`src/rtl/rxerr_pkg.sv`:
```
package rxerr_pkg;
  localparam int NUM_ERR = 7;
  localparam int REG_W   = 8;

  localparam int E_PAR    = 0;
  localparam int E_BIP    = 1;
  localparam int E_CONF   = 2;
  localparam int E_V      = 3;
  localparam int E_UNLOCK = 4;
  localparam int E_CCRC   = 5;
  localparam int E_QCRC   = 6;

  // errors allowed to spoil the audio sample: everything except the two CRC types
  localparam logic [NUM_ERR-1:0] CORRUPT_SEL =
    ~((NUM_ERR'(1) << E_CCRC) | (NUM_ERR'(1) << E_QCRC));

  typedef enum logic {HOLD_REPEAT = 1'b0, HOLD_ZERO = 1'b1} hold_e;
endpackage

```
`src/rtl/rxerr_mask_reg.sv`:
```
module rxerr_mask_reg
  import rxerr_pkg::*;
#(
  parameter int N = NUM_ERR
) (
  input  logic         clk,
  input  logic         rst_n,
  input  logic         wr_en,
  input  logic [N-1:0] wr_data,
  output logic [N-1:0] mask_q
);
  always_ff @(posedge clk or negedge rst_n) begin
    if (!rst_n)     mask_q <= '0;
    else if (wr_en) mask_q <= wr_data;
  end
endmodule

```
`src/rtl/rxerr_latch.sv`:
```
module rxerr_latch #(
  parameter int N = 7
) (
  input  logic         clk,
  input  logic         rst_n,
  input  logic [N-1:0] hit,
  input  logic         rd_clr,
  output logic [N-1:0] stat_q,
  output logic         pin,
  output logic         irq
);
  logic pin_q;

  // one sticky cell per error; a new hit beats a clearing read
  for (genvar g = 0; g < N; g++) begin : g_cell
    always_ff @(posedge clk or negedge rst_n) begin
      if (!rst_n)      stat_q[g] <= 1'b0;
      else if (hit[g]) stat_q[g] <= 1'b1;
      else if (rd_clr) stat_q[g] <= 1'b0;
    end
  end

  assign pin = |stat_q;

  always_ff @(posedge clk or negedge rst_n) begin
    if (!rst_n) pin_q <= 1'b0;
    else        pin_q <= pin;
  end

  assign irq = pin & ~pin_q;
endmodule

```
`src/rtl/rxerr_hold.sv`:
```
module rxerr_hold
  import rxerr_pkg::*;
#(
  parameter int N     = NUM_ERR,
  parameter int CNT_W = 4
) (
  input  logic         clk,
  input  logic         rst_n,
  input  logic [N-1:0] corrupt,
  input  logic         tick,
  input  logic         mode,
  output logic         repeat_req,
  output logic         zero_req
);
  localparam int NW    = $clog2(N + 1);
  localparam int SUM_W = CNT_W + NW + 1;
  localparam logic [CNT_W-1:0] MAXV = {CNT_W{1'b1}};

  logic [CNT_W-1:0] cnt_q;
  logic [NW-1:0]    n_new;
  logic             dec;
  logic [SUM_W-1:0] sum;
  logic             active;

  always_comb begin
    n_new = '0;
    for (int i = 0; i < N; i++) n_new = n_new + NW'(corrupt[i]);
  end

  assign dec = tick && (cnt_q != '0);
  assign sum = SUM_W'(cnt_q) - SUM_W'(dec) + SUM_W'(n_new);

  always_ff @(posedge clk or negedge rst_n) begin
    if (!rst_n)                     cnt_q <= '0;
    else if (sum > SUM_W'(MAXV))    cnt_q <= MAXV;
    else                            cnt_q <= sum[CNT_W-1:0];
  end

  assign active     = (cnt_q != '0);
  assign repeat_req = active && (hold_e'(mode) == HOLD_REPEAT);
  assign zero_req   = active && (hold_e'(mode) == HOLD_ZERO);
endmodule

```
`src/rtl/rxerr_gate.sv`:
```
module rxerr_gate
  import rxerr_pkg::*;
#(
  parameter int CNT_W = 4
) (
  input  logic               clk,
  input  logic               rst_n,
  input  logic [NUM_ERR-1:0] err_pulse_i,
  input  logic               mask_wr_en,
  input  logic [NUM_ERR-1:0] mask_wr_data,
  output logic [REG_W-1:0]   mask_rd_data,
  input  logic               stat_rd_en,
  output logic [REG_W-1:0]   stat_rd_data,
  input  logic               hold_mode,
  input  logic               sample_tick,
  output logic               err_pin,
  output logic               err_irq,
  output logic               repeat_req,
  output logic               zero_req
);
  logic [NUM_ERR-1:0] mask_q;
  logic [NUM_ERR-1:0] hits;
  logic [NUM_ERR-1:0] corrupt;
  logic [NUM_ERR-1:0] stat_q;

  rxerr_mask_reg #(.N(NUM_ERR)) u_mask (
    .clk(clk), .rst_n(rst_n), .wr_en(mask_wr_en),
    .wr_data(mask_wr_data), .mask_q(mask_q)
  );

  assign hits    = err_pulse_i & mask_q;
  assign corrupt = hits & CORRUPT_SEL;

  rxerr_latch #(.N(NUM_ERR)) u_latch (
    .clk(clk), .rst_n(rst_n), .hit(hits), .rd_clr(stat_rd_en),
    .stat_q(stat_q), .pin(err_pin), .irq(err_irq)
  );

  rxerr_hold #(.N(NUM_ERR), .CNT_W(CNT_W)) u_hold (
    .clk(clk), .rst_n(rst_n), .corrupt(corrupt), .tick(sample_tick),
    .mode(hold_mode), .repeat_req(repeat_req), .zero_req(zero_req)
  );

  assign mask_rd_data = {{(REG_W-NUM_ERR){1'b0}}, mask_q};
  assign stat_rd_data = {{(REG_W-NUM_ERR){1'b0}}, stat_q};
endmodule

```
`config.mk`:
```
export PLATFORM = sky130hd
export DESIGN_NAME = rxerr_gate
export DESIGN_NICKNAME = d
export VERILOG_FILES = /design/src/rtl/rxerr_pkg.sv /design/src/rtl/rxerr_mask_reg.sv /design/src/rtl/rxerr_latch.sv /design/src/rtl/rxerr_hold.sv /design/src/rtl/rxerr_gate.sv
export SDC_FILE = /design/constraint.sdc
export NUM_CORES = 1
export LEC_CHECK = 0
export BUFFER_PORTS_ARGS = -buffer_cell sky130_fd_sc_hd__buf_2
export CAP_MARGIN = 10
export CORE_MARGIN = 4
export CORE_UTILIZATION = 51
export DETAILED_ROUTE_END_ITERATION = 12
export MAX_ROUTING_LAYER = met4
export PLACE_DENSITY_LB_ADDON = 0.08
export SLEW_MARGIN = 20
export SYNTH_ARGS = -nofsm -noshare
export SYNTH_HDL_FRONTEND = slang
export SYNTH_SLANG_ARGS = --single-unit
```
`constraint.sdc`:
```
create_clock -name clk -period 8.6 [get_ports clk]
set_clock_uncertainty 0.05 [all_clocks]
set_input_delay 1.72 -clock clk [delete_from_list [all_inputs] [get_ports clk]]
set_output_delay 1.72 -clock clk [all_outputs]
set_load 0.005 [all_outputs]
```
Yosys cells after proc, flatten, opt, wreduce, memory -nomap -nowiden
Cells that the tools add are included.
- flip-flop bits (word level): 19
- input port bits: 20
- output and inout bits: 20
- logic and storage cells: 42
- $add $sub $neg: 6
- $lt $le $gt $ge: 1
- multiplexer cells: 9
- bitwise logic cells: 4
- reductions and logical operators: 12
- operators by type and width (cell ; count):
    2-bit nonzero test ; 7
    3-bit by 1-bit adder with 3-bit output ; 3
    8-bit by 3-bit adder with 8-bit output ; 1
    8-bit by 4-bit greater-than comparator with 1-bit output, second input constant ; 1
    1-bit two-way mux ; 8
    7-bit bitwise AND ; 1
    7-bit OR reduction ; 1
    4-bit by 1-bit subtractor with 5-bit output ; 1
    4-bit two-way mux ; 1
    4-bit nonzero test ; 1
    1-bit logical AND ; 3
    1-bit by 1-bit adder with 2-bit output ; 1
    1-bit NOT ; 2
    1-bit bitwise AND ; 1

Logic depth before layout (Yosys ltp)
Gate-level depths: netlist of run 1.
- word-level depth: 8
- depth in mapped cells: 13
- gate-level depth less buffers: 13

Modules after synthesis
Synthesis of run 1 repeated with hierarchy kept, for this count alone.
- cell total of the unflattened synthesis: 95
- area, all modules: 1112.3 um^2
- by module, submodules not included (module ; instances ; cells an instance ; area an instance (um^2) ; sequential area each (um^2)):
    rxerr_hold ; 1 ; 50 ; 474.2 ; 100.1
    rxerr_mask_reg ; 1 ; 15 ; 291.5 ; 175.2
    rxerr_latch ; 1 ; 20 ; 284.0 ; 200.2
    rxerr_gate ; 1 ; 10 ; 62.6 ; 0.0

Worst setup path after synthesis of run 1
No wires, ideal clock.
- path kind: input -> register
- from: input port err_pulse_i[1]
- to: register u_hold.cnt_q[0]
- library setup time: 0.133 ns
- arrival time: 4.134 ns
- data required time: 8.417 ns
- setup slack: 4.283 ns
- stages on the path: 13
- path buffers: 0
- cells stage by stage: and2_1 ha_1 inv_1 fa_1 inv_1 ha_1 inv_1 fa_1 inv_1 fa_1 and2_1 nor2_1 o21bai_1
- longest elaborated chain between the ends: 8
- ends and longest elaborated chain (what ; line ; text):
    start: declaration ; rxerr_gate.sv:8 ; input logic [NUM_ERR-1:0] err_pulse_i,
    7-bit bitwise AND * ; rxerr_gate.sv:31 ; assign hits = err_pulse_i & mask_q;
    1-bit by 1-bit adder with 2-bit output * ; rxerr_hold.sv:27 ; for (int i = 0; i < N; i++) n_new = n_new + NW'(corrupt[i]);
    3-bit by 1-bit adder with 3-bit output * (3 in series) ; rxerr_hold.sv:27 ;
    8-bit by 3-bit adder with 8-bit output * ; rxerr_hold.sv:31 ; assign sum = SUM_W'(cnt_q) - SUM_W'(dec) + SUM_W'(n_new);
    8-bit by 4-bit greater-than comparator with 1-bit output ; rxerr_hold.sv:35 ; else if (sum > SUM_W'(MAXV)) cnt_q <= MAXV;
    4-bit two-way mux * ; rxerr_hold.sv:35 ;
    end signal: assignment ; rxerr_hold.sv:36 ; else cnt_q <= sum[CNT_W-1:0];
    end: declaration ; rxerr_hold.sv:19 ; logic [CNT_W-1:0] cnt_q;
Every way passes the cells marked *; elsewhere a longest branch is shown, timed or not.
A chain may end at the register's enable or synchronous reset.

Worst setup path after layout of run 1
- from: input port err_pulse_i[1]
- to: register u_hold.cnt_q[1]
- longest elaborated chain between the ends: 8
- ends and longest elaborated chain (what ; line ; text):
    7-bit bitwise AND * ; rxerr_gate.sv:31 ;
    named net hits[1] ; rxerr_gate.sv:22 ; logic [NUM_ERR-1:0] hits;
    1-bit by 1-bit adder with 2-bit output * ; rxerr_hold.sv:27 ;
    3-bit by 1-bit adder with 3-bit output * (3 in series) ; rxerr_hold.sv:27 ;
    8-bit by 3-bit adder with 8-bit output * ; rxerr_hold.sv:31 ;
    8-bit by 4-bit greater-than comparator with 1-bit output ; rxerr_hold.sv:35 ;
    4-bit two-way mux * ; rxerr_hold.sv:35 ;
The timed path passes the listed nets; every way through them passes the cells marked *.

==> results.ini, run 1 <==
[grt]
antenna_found_initial=0
grt_max_degree=20
grt_pass1_vias=726
overflow=0
grtUsageTotal=0.172
grt_pass1_wl_microns=3170

[floorplanning]
initial_core_util=0.563
pin_count=40
die_x_microns=52.6
num_rows=15
die_y_microns=52.6
die_area_sq_um=2760
core_area_sq_um=1800

[logic_synthesis]
synth.distinct_cells=26
yosysTopAreaCell=dfrtp_1
synth-seq-cells=19
syn_area_sq_um=1010
syn-instance-count=90
ys_seq_area_frac=0.469
synth_warnings=0
syn_avg_cell_area_sq_um=11.3
synth_edf_count=0
synth_area_leaders=dfrtp_1 (47%), mux2_2 (8.9%), ha_1 (8.6%)
synth_top_area_share=0.469
synthFlopType=dfrtp_1
async_flop_share=1.00

[clock_tree]
cts_tree=done
clk_latency_ps=300
cts_sinks=19
cts_buffers=3
ctsResizeCount=0
cts_post_setup_buffers_inserted=0
postCtsHoldBufs=0
cts.root.buffer_cell=clkbuf_4
cts.clk_slew.worst_paths_ps=110
clk_path_buf_depth=2
cts_max_level=1

[critical_path]
crit_path_end_kind=flop
path_max_fanout=3
cpPeakStageDelay_ps=480
path_common_cell=inv_1
required_ps=8740
worst-path-buf-inv=5
setup.worst_path.start=err_pulse_i[1]
arrival_ps=4320
r2r-start=u_mask.mask_q[1]
crit_path_top_delay_cell=fa_1
cp_top_family=adder cells
crit_chain=buf_2, and2_1, ha_1, inv_1, fa_1, inv_1, ha_1, inv_1, fa_1, inv_1, fa_1, and2_1, nor2_1, o21bai_1
worst_setup_path_start_kind=input pin
criticalPathCategory=in2reg

[detailed_routing]
antenna_left=0
drtIter0Drc=9
viasPerCell=4.74
via_count=730
drt_pass1_iterations=4
totalWireLength_microns=1880
wl_per_cell_microns=12.2
drc=0

[placed_design]
dp.final_hpwl_microns=1530
gp_congestion=0.758
port_buffers=37

[timing]
grt_setup_unrepaired=no
setup_viol_count_final=0
setup_tns_ps=0
final_hold_viol_count=0
fmax_mhz=239
post-route-period-util=0.486
fin_crit_ps=4180
maxSlewViolCount=0

[layout]
layout_commonest_cell=buf_2
fillCellCount=169
antenna_cells_inserted=0
syn_to_final_growth_pct=22.5
drive_above_1_share=0.388
layout_common_cells=buf_2 (37), dfrtp_1 (19), inv_1 (13)
regArea_sq_um=475
multi_input_area_sq_um=473
finalNetCount=160
fin_util=0.689

[pwr]
vdd_drop_max_mv=0.167
power.density_nw_per_um2=228
p_leak_nw=0.668

[run]
cap_violations=0

[status]
status=complete, no violations

[min_path]
min_from=u_latch.stat_q[1]
min_path_type=reg2reg

kinds of logic (layout without fill, tap and decap cells):
logic type,after synthesis,in the layout,share of synthesized area
XOR/XNOR,2,2,0.0173
buffers and inverters,16,54,0.0679
other,1,2,0.00370
multiplexers,9,9,0.0988
AND/OR/NAND/NOR,20,20,0.109
AO/OA/AOI/OAI,13,13,0.0889
flip-flops,19,19,0.469
adder cells (fa/ha/maj),10,10,0.146
per-layer routing:
layer	wire, microns	track usage	share of wire	vias to the layer above
met5	0	-	0	-
met4	53	0.102	0.028	0
met1	854	0.221	0.45	325
met2	820	0.248	0.44	29
met3	148	0.0370	0.079	4
li1	-	-	-	372
worst reg2reg max path, delay by kind of cell (launching register included):
kind / cells / cell delay, ps
adder cells (fa/ha/maj): 5 / 1730
AND/OR/NAND/NOR: 3 / 460
flip-flops: 1 / 400
buffers and inverters: 4 / 240
AO/OA/AOI/OAI: 1 / 80
report_power, final:
part           total (W)  leakage, nW  switching [W]  internal, W
combinational   0.000115        0.429      0.0000565    0.0000589
clock          0.0000465       0.0177      0.0000291    0.0000174
sequential      0.000122        0.221      0.0000139     0.000108
layout make-up:
cell class              count  area share
flip-flops and latches     19       0.383
multi-input cells          56       0.381
repair buffers             37       0.149
inverters                  13      0.0393
well taps                  25      0.0252
clock buffers               3      0.0181
clock inverters             1     0.00403
through the flow:
stage	hold WS, ps	total power (W)	setup WS [ps]	cell area, sq um	std cells
after CTS	478	0.000288	4420	1240	154
after floorplan	449	0.000207	4280	1020	91
final	473	0.000283	4420	1240	154
after detailed placement	451	0.000241	4070	1210	150
after global placement	436	0.000238	4130	1210	150
after global routing	504	0.000312	4230	1240	154
cells in the mapped netlist (2+ instances only):
cell	number
dfrtp_1	19
fa_1	3
ha_1	7
nand2_1	4
and2_1	4
mux2_2	8
inv_1	13
a21oi_1	2
a22o_1	2
nor2b_1	2
nor2_1	4
o21ai_0	2
a21o_1	4
nor4_1	2
o21bai_1	2
buf_4	2
sequential cells by signal (all words and copies together), names as in the netlist:
name / flops
u_hold.cnt_q: 4
u_latch.pin_q: 1
u_latch.stat_q: 7
u_mask.mask_q: 7
worst paths after layout:
check,to,cells past startpoint,slack (ps)
max,u_hold.cnt_q[1],14,4420
min,u_latch.stat_q[1],1,470
max reg2reg,u_hold.cnt_q[1],13,5530
min reg2reg,u_latch.stat_q[1],1,470
max in group asynchronous,u_mask.mask_q[1],1,6930
min in group asynchronous,u_hold.cnt_q[2],1,1280
No activity file was read; power rests on OpenSTA's default activity.
==> inputs of run 2 (changes only) <==
Settings changed: ABC_AREA set to 1, CORE_UTILIZATION 51 to 43.
Clock period 8.6 ns to 3.6 ns, I/O delays scaled along.
==> run 2 against run 1 <==
Routed wire length rose by 4.5%. Critical path type unchanged. Via count increased by 11%. Combinational power grew 140%. Utilization down 13 points. Register-to-register slack worse by 4900 ps. Hold slack lost 190 ps. Critical endpoint is now u_hold.cnt_q[2].
==> results.ini, run 2 <==
[floorplanning]
num_rows=17
pin_count=40
core_area_sq_um=2250
initial_core_util=0.459
die_area_sq_um=3260
die_x_microns=57.1
die_y_microns=57.1

[grt]
grtUsageTotal=0.142
grt_pass1_wl_microns=3550
grt_pass1_vias=821
grt_max_degree=20
antenna_found_initial=0
overflow=0

[pwr]
p_switching_w=0.000260
p_leak_nw=0.734
swShare=0.382
combPwrFrac=0.414
seqPwrFrac=0.423
p_clk_frac=0.163
vdd_drop_max_mv=0.251
power.density_nw_per_um2=535
p_int_w=0.000419

[detailed_routing]
drtIter0Drc=3
drc=0
viasPerCell=4.54
wl_per_cell_microns=11.0
via_count=809
drt_pass1_iterations=2
antenna_left=0
totalWireLength_microns=1960

[clock_tree]
cts_max_level=1
cts_tree=done
clk_latency_ps=290
cts_buffers=3
cts.root.buffer_cell=clkbuf_4
postCtsHoldBufs=0
clk_path_buf_depth=2
ctsResizeCount=0
cts_sinks=19
cts.clk_slew.worst_paths_ps=120
cts_post_setup_buffers_inserted=0

[placed_design]
gp_congestion=0.794
port_buffers=37
dp.final_hpwl_microns=1660

[critical_path]
setup.worst_path.start=err_pulse_i[1]
crit_chain=buf_2, nand2_1, inv_1, ha_1, inv_1, fa_1, inv_1, ha_1, inv_1, fa_1, inv_1, fa_1, nand2_1, nand2_1, nand3_2, o21ai_0
cp_top_family=adder cells
path_max_fanout=4
crit_path_top_delay_cell=fa_1
arrival_ps=3230
path_common_cell=inv_1
cp.depth=16
worst_setup_path_start_kind=input pin
r2r-start=u_mask.mask_q[1]
cp-endpoint=u_hold.cnt_q[2]
criticalPathCategory=in2reg
worst-path-buf-inv=6
cpPeakStageDelay_ps=470
crit_path_end_kind=flop
required_ps=3740
timing.rr.end=u_hold.cnt_q[2]
ff2ff_path_depth=15
r2r_setup_slack_ps=600

[logic_synthesis]
ys_top_cells_by_count=inv_1 (29), dfrtp_1 (19), nand2_1 (17)
syn-instance-count=111
yosysTopAreaCell=dfrtp_1
synth_area_leaders=dfrtp_1 (46%), inv_1 (11%), ha_1 (8.5%)
synthMostInstantiatedCell=inv_1
syn_area_sq_um=1040
syn_avg_cell_area_sq_um=9.33
synth_edf_count=0
async_flop_share=1.00
synth.distinct_cells=18
synth-seq-cells=19
synth_warnings=0
synth_top_area_share=0.459
synthFlopType=dfrtp_1
ys_seq_area_frac=0.459

[layout]
syn_to_final_growth_pct=22.3
finalNetCount=181
fillCellCount=242
drive_above_1_share=0.347
layout_commonest_cell=buf_2
antenna_cells_inserted=0
fin_util=0.562
top_regs=u_latch.stat_q: 7 flops, u_mask.mask_q: 7 flops, u_hold.cnt_q: 4 flops
layout_common_cells=buf_2 (37), inv_1 (29), dfrtp_1 (19)

[status]
status=complete, no violations

[timing]
grt_setup_unrepaired=no
fin_crit_ps=3090
fmax_mhz=323
setup_tns_ps=0
maxSlewViolCount=0
final_hold_viol_count=0
setup_viol_count_final=0
post-route-period-util=0.860

[run]
cap_violations=0

[min_path]
min_path_type=in2async

-- run 2: cell types whose count changed after synthesis, moves of 4 or more --
cell	previous run	this run
nand2_1	4	17
and2_1	4	0
a21o_1	4	0
inv_1	13	29
o21ai_0	2	8
nand3_1	0	5
-- run 2: final cells by class --
type,count,area [sq um],area share
Clock buffer,3,22.5,0.0178
Clock inverter,1,5.00,0.00395
Inverter,29,109,0.0859
Multi-Input combinational cell,61,435,0.344
Sequential cell,19,475,0.375
Tap cell,28,35.0,0.0276
Timing Repair Buffer,37,185,0.146
-- run 2: cell families after synthesis --
group / count (synthesis) / synth area share
other: 1 / 0.00362
and+or+nand+nor: 33 / 0.147
AOI/OAI and AO/OA: 8 / 0.0386
muxes: 7 / 0.0761
buffers and inverters: 32 / 0.124
DFF: 19 / 0.459
adders and majority gates: 10 / 0.143
xor gates and xnor gates: 1 / 0.00846
-- run 2: per-layer routing --
| metal | GRT usage | share of wire |
|---|---|---|
| met5 | - | 0 |
| met2 | 0.238 | 0.49 |
| met4 | 0.0397 | 0.0066 |
| met1 | 0.176 | 0.44 |
| met3 | 0.0226 | 0.058 |
-- run 2: power by group through the flow --
stage	sequential (W)	clock (W)	combinational, W
finish	0.000287	0.000111	0.000281
global route	0.000294	0.000128	0.000339
CTS	0.000288	0.000114	0.000287
detailed placement	0.000292	0	0.000286
global placement	0.000291	0	0.000276
floorplan	0.000290	0	0.000204
-- run 2: worst min path at each step --
stage,start,endpoint,slack [ps],cells after the start
2_1_floorplan,rst_n,u_hold.cnt_q[0],370,0
3_3_place_gp,u_mask.mask_q[6],u_latch.stat_q[6],440,2
3_5_place_dp,u_mask.mask_q[5],u_latch.stat_q[5],450,2
4_1_cts,rst_n,u_latch.stat_q[5],300,1
5_1_grt,rst_n,u_latch.stat_q[5],300,1
6_report,rst_n,u_latch.stat_q[5],280,1
-- run 2: per-stage QoR --
stage	setup slack (ps)	power [W]	hold WS, ps	cells	area, sq um
after global routing	328	0.000761	298	178	1270
after detailed placement	177	0.000578	453	174	1240
after CTS	498	0.000690	302	178	1270
after global placement	248	0.000567	442	174	1240
after floorplan	413	0.000494	374	112	1040
final	505	0.000679	285	178	1270
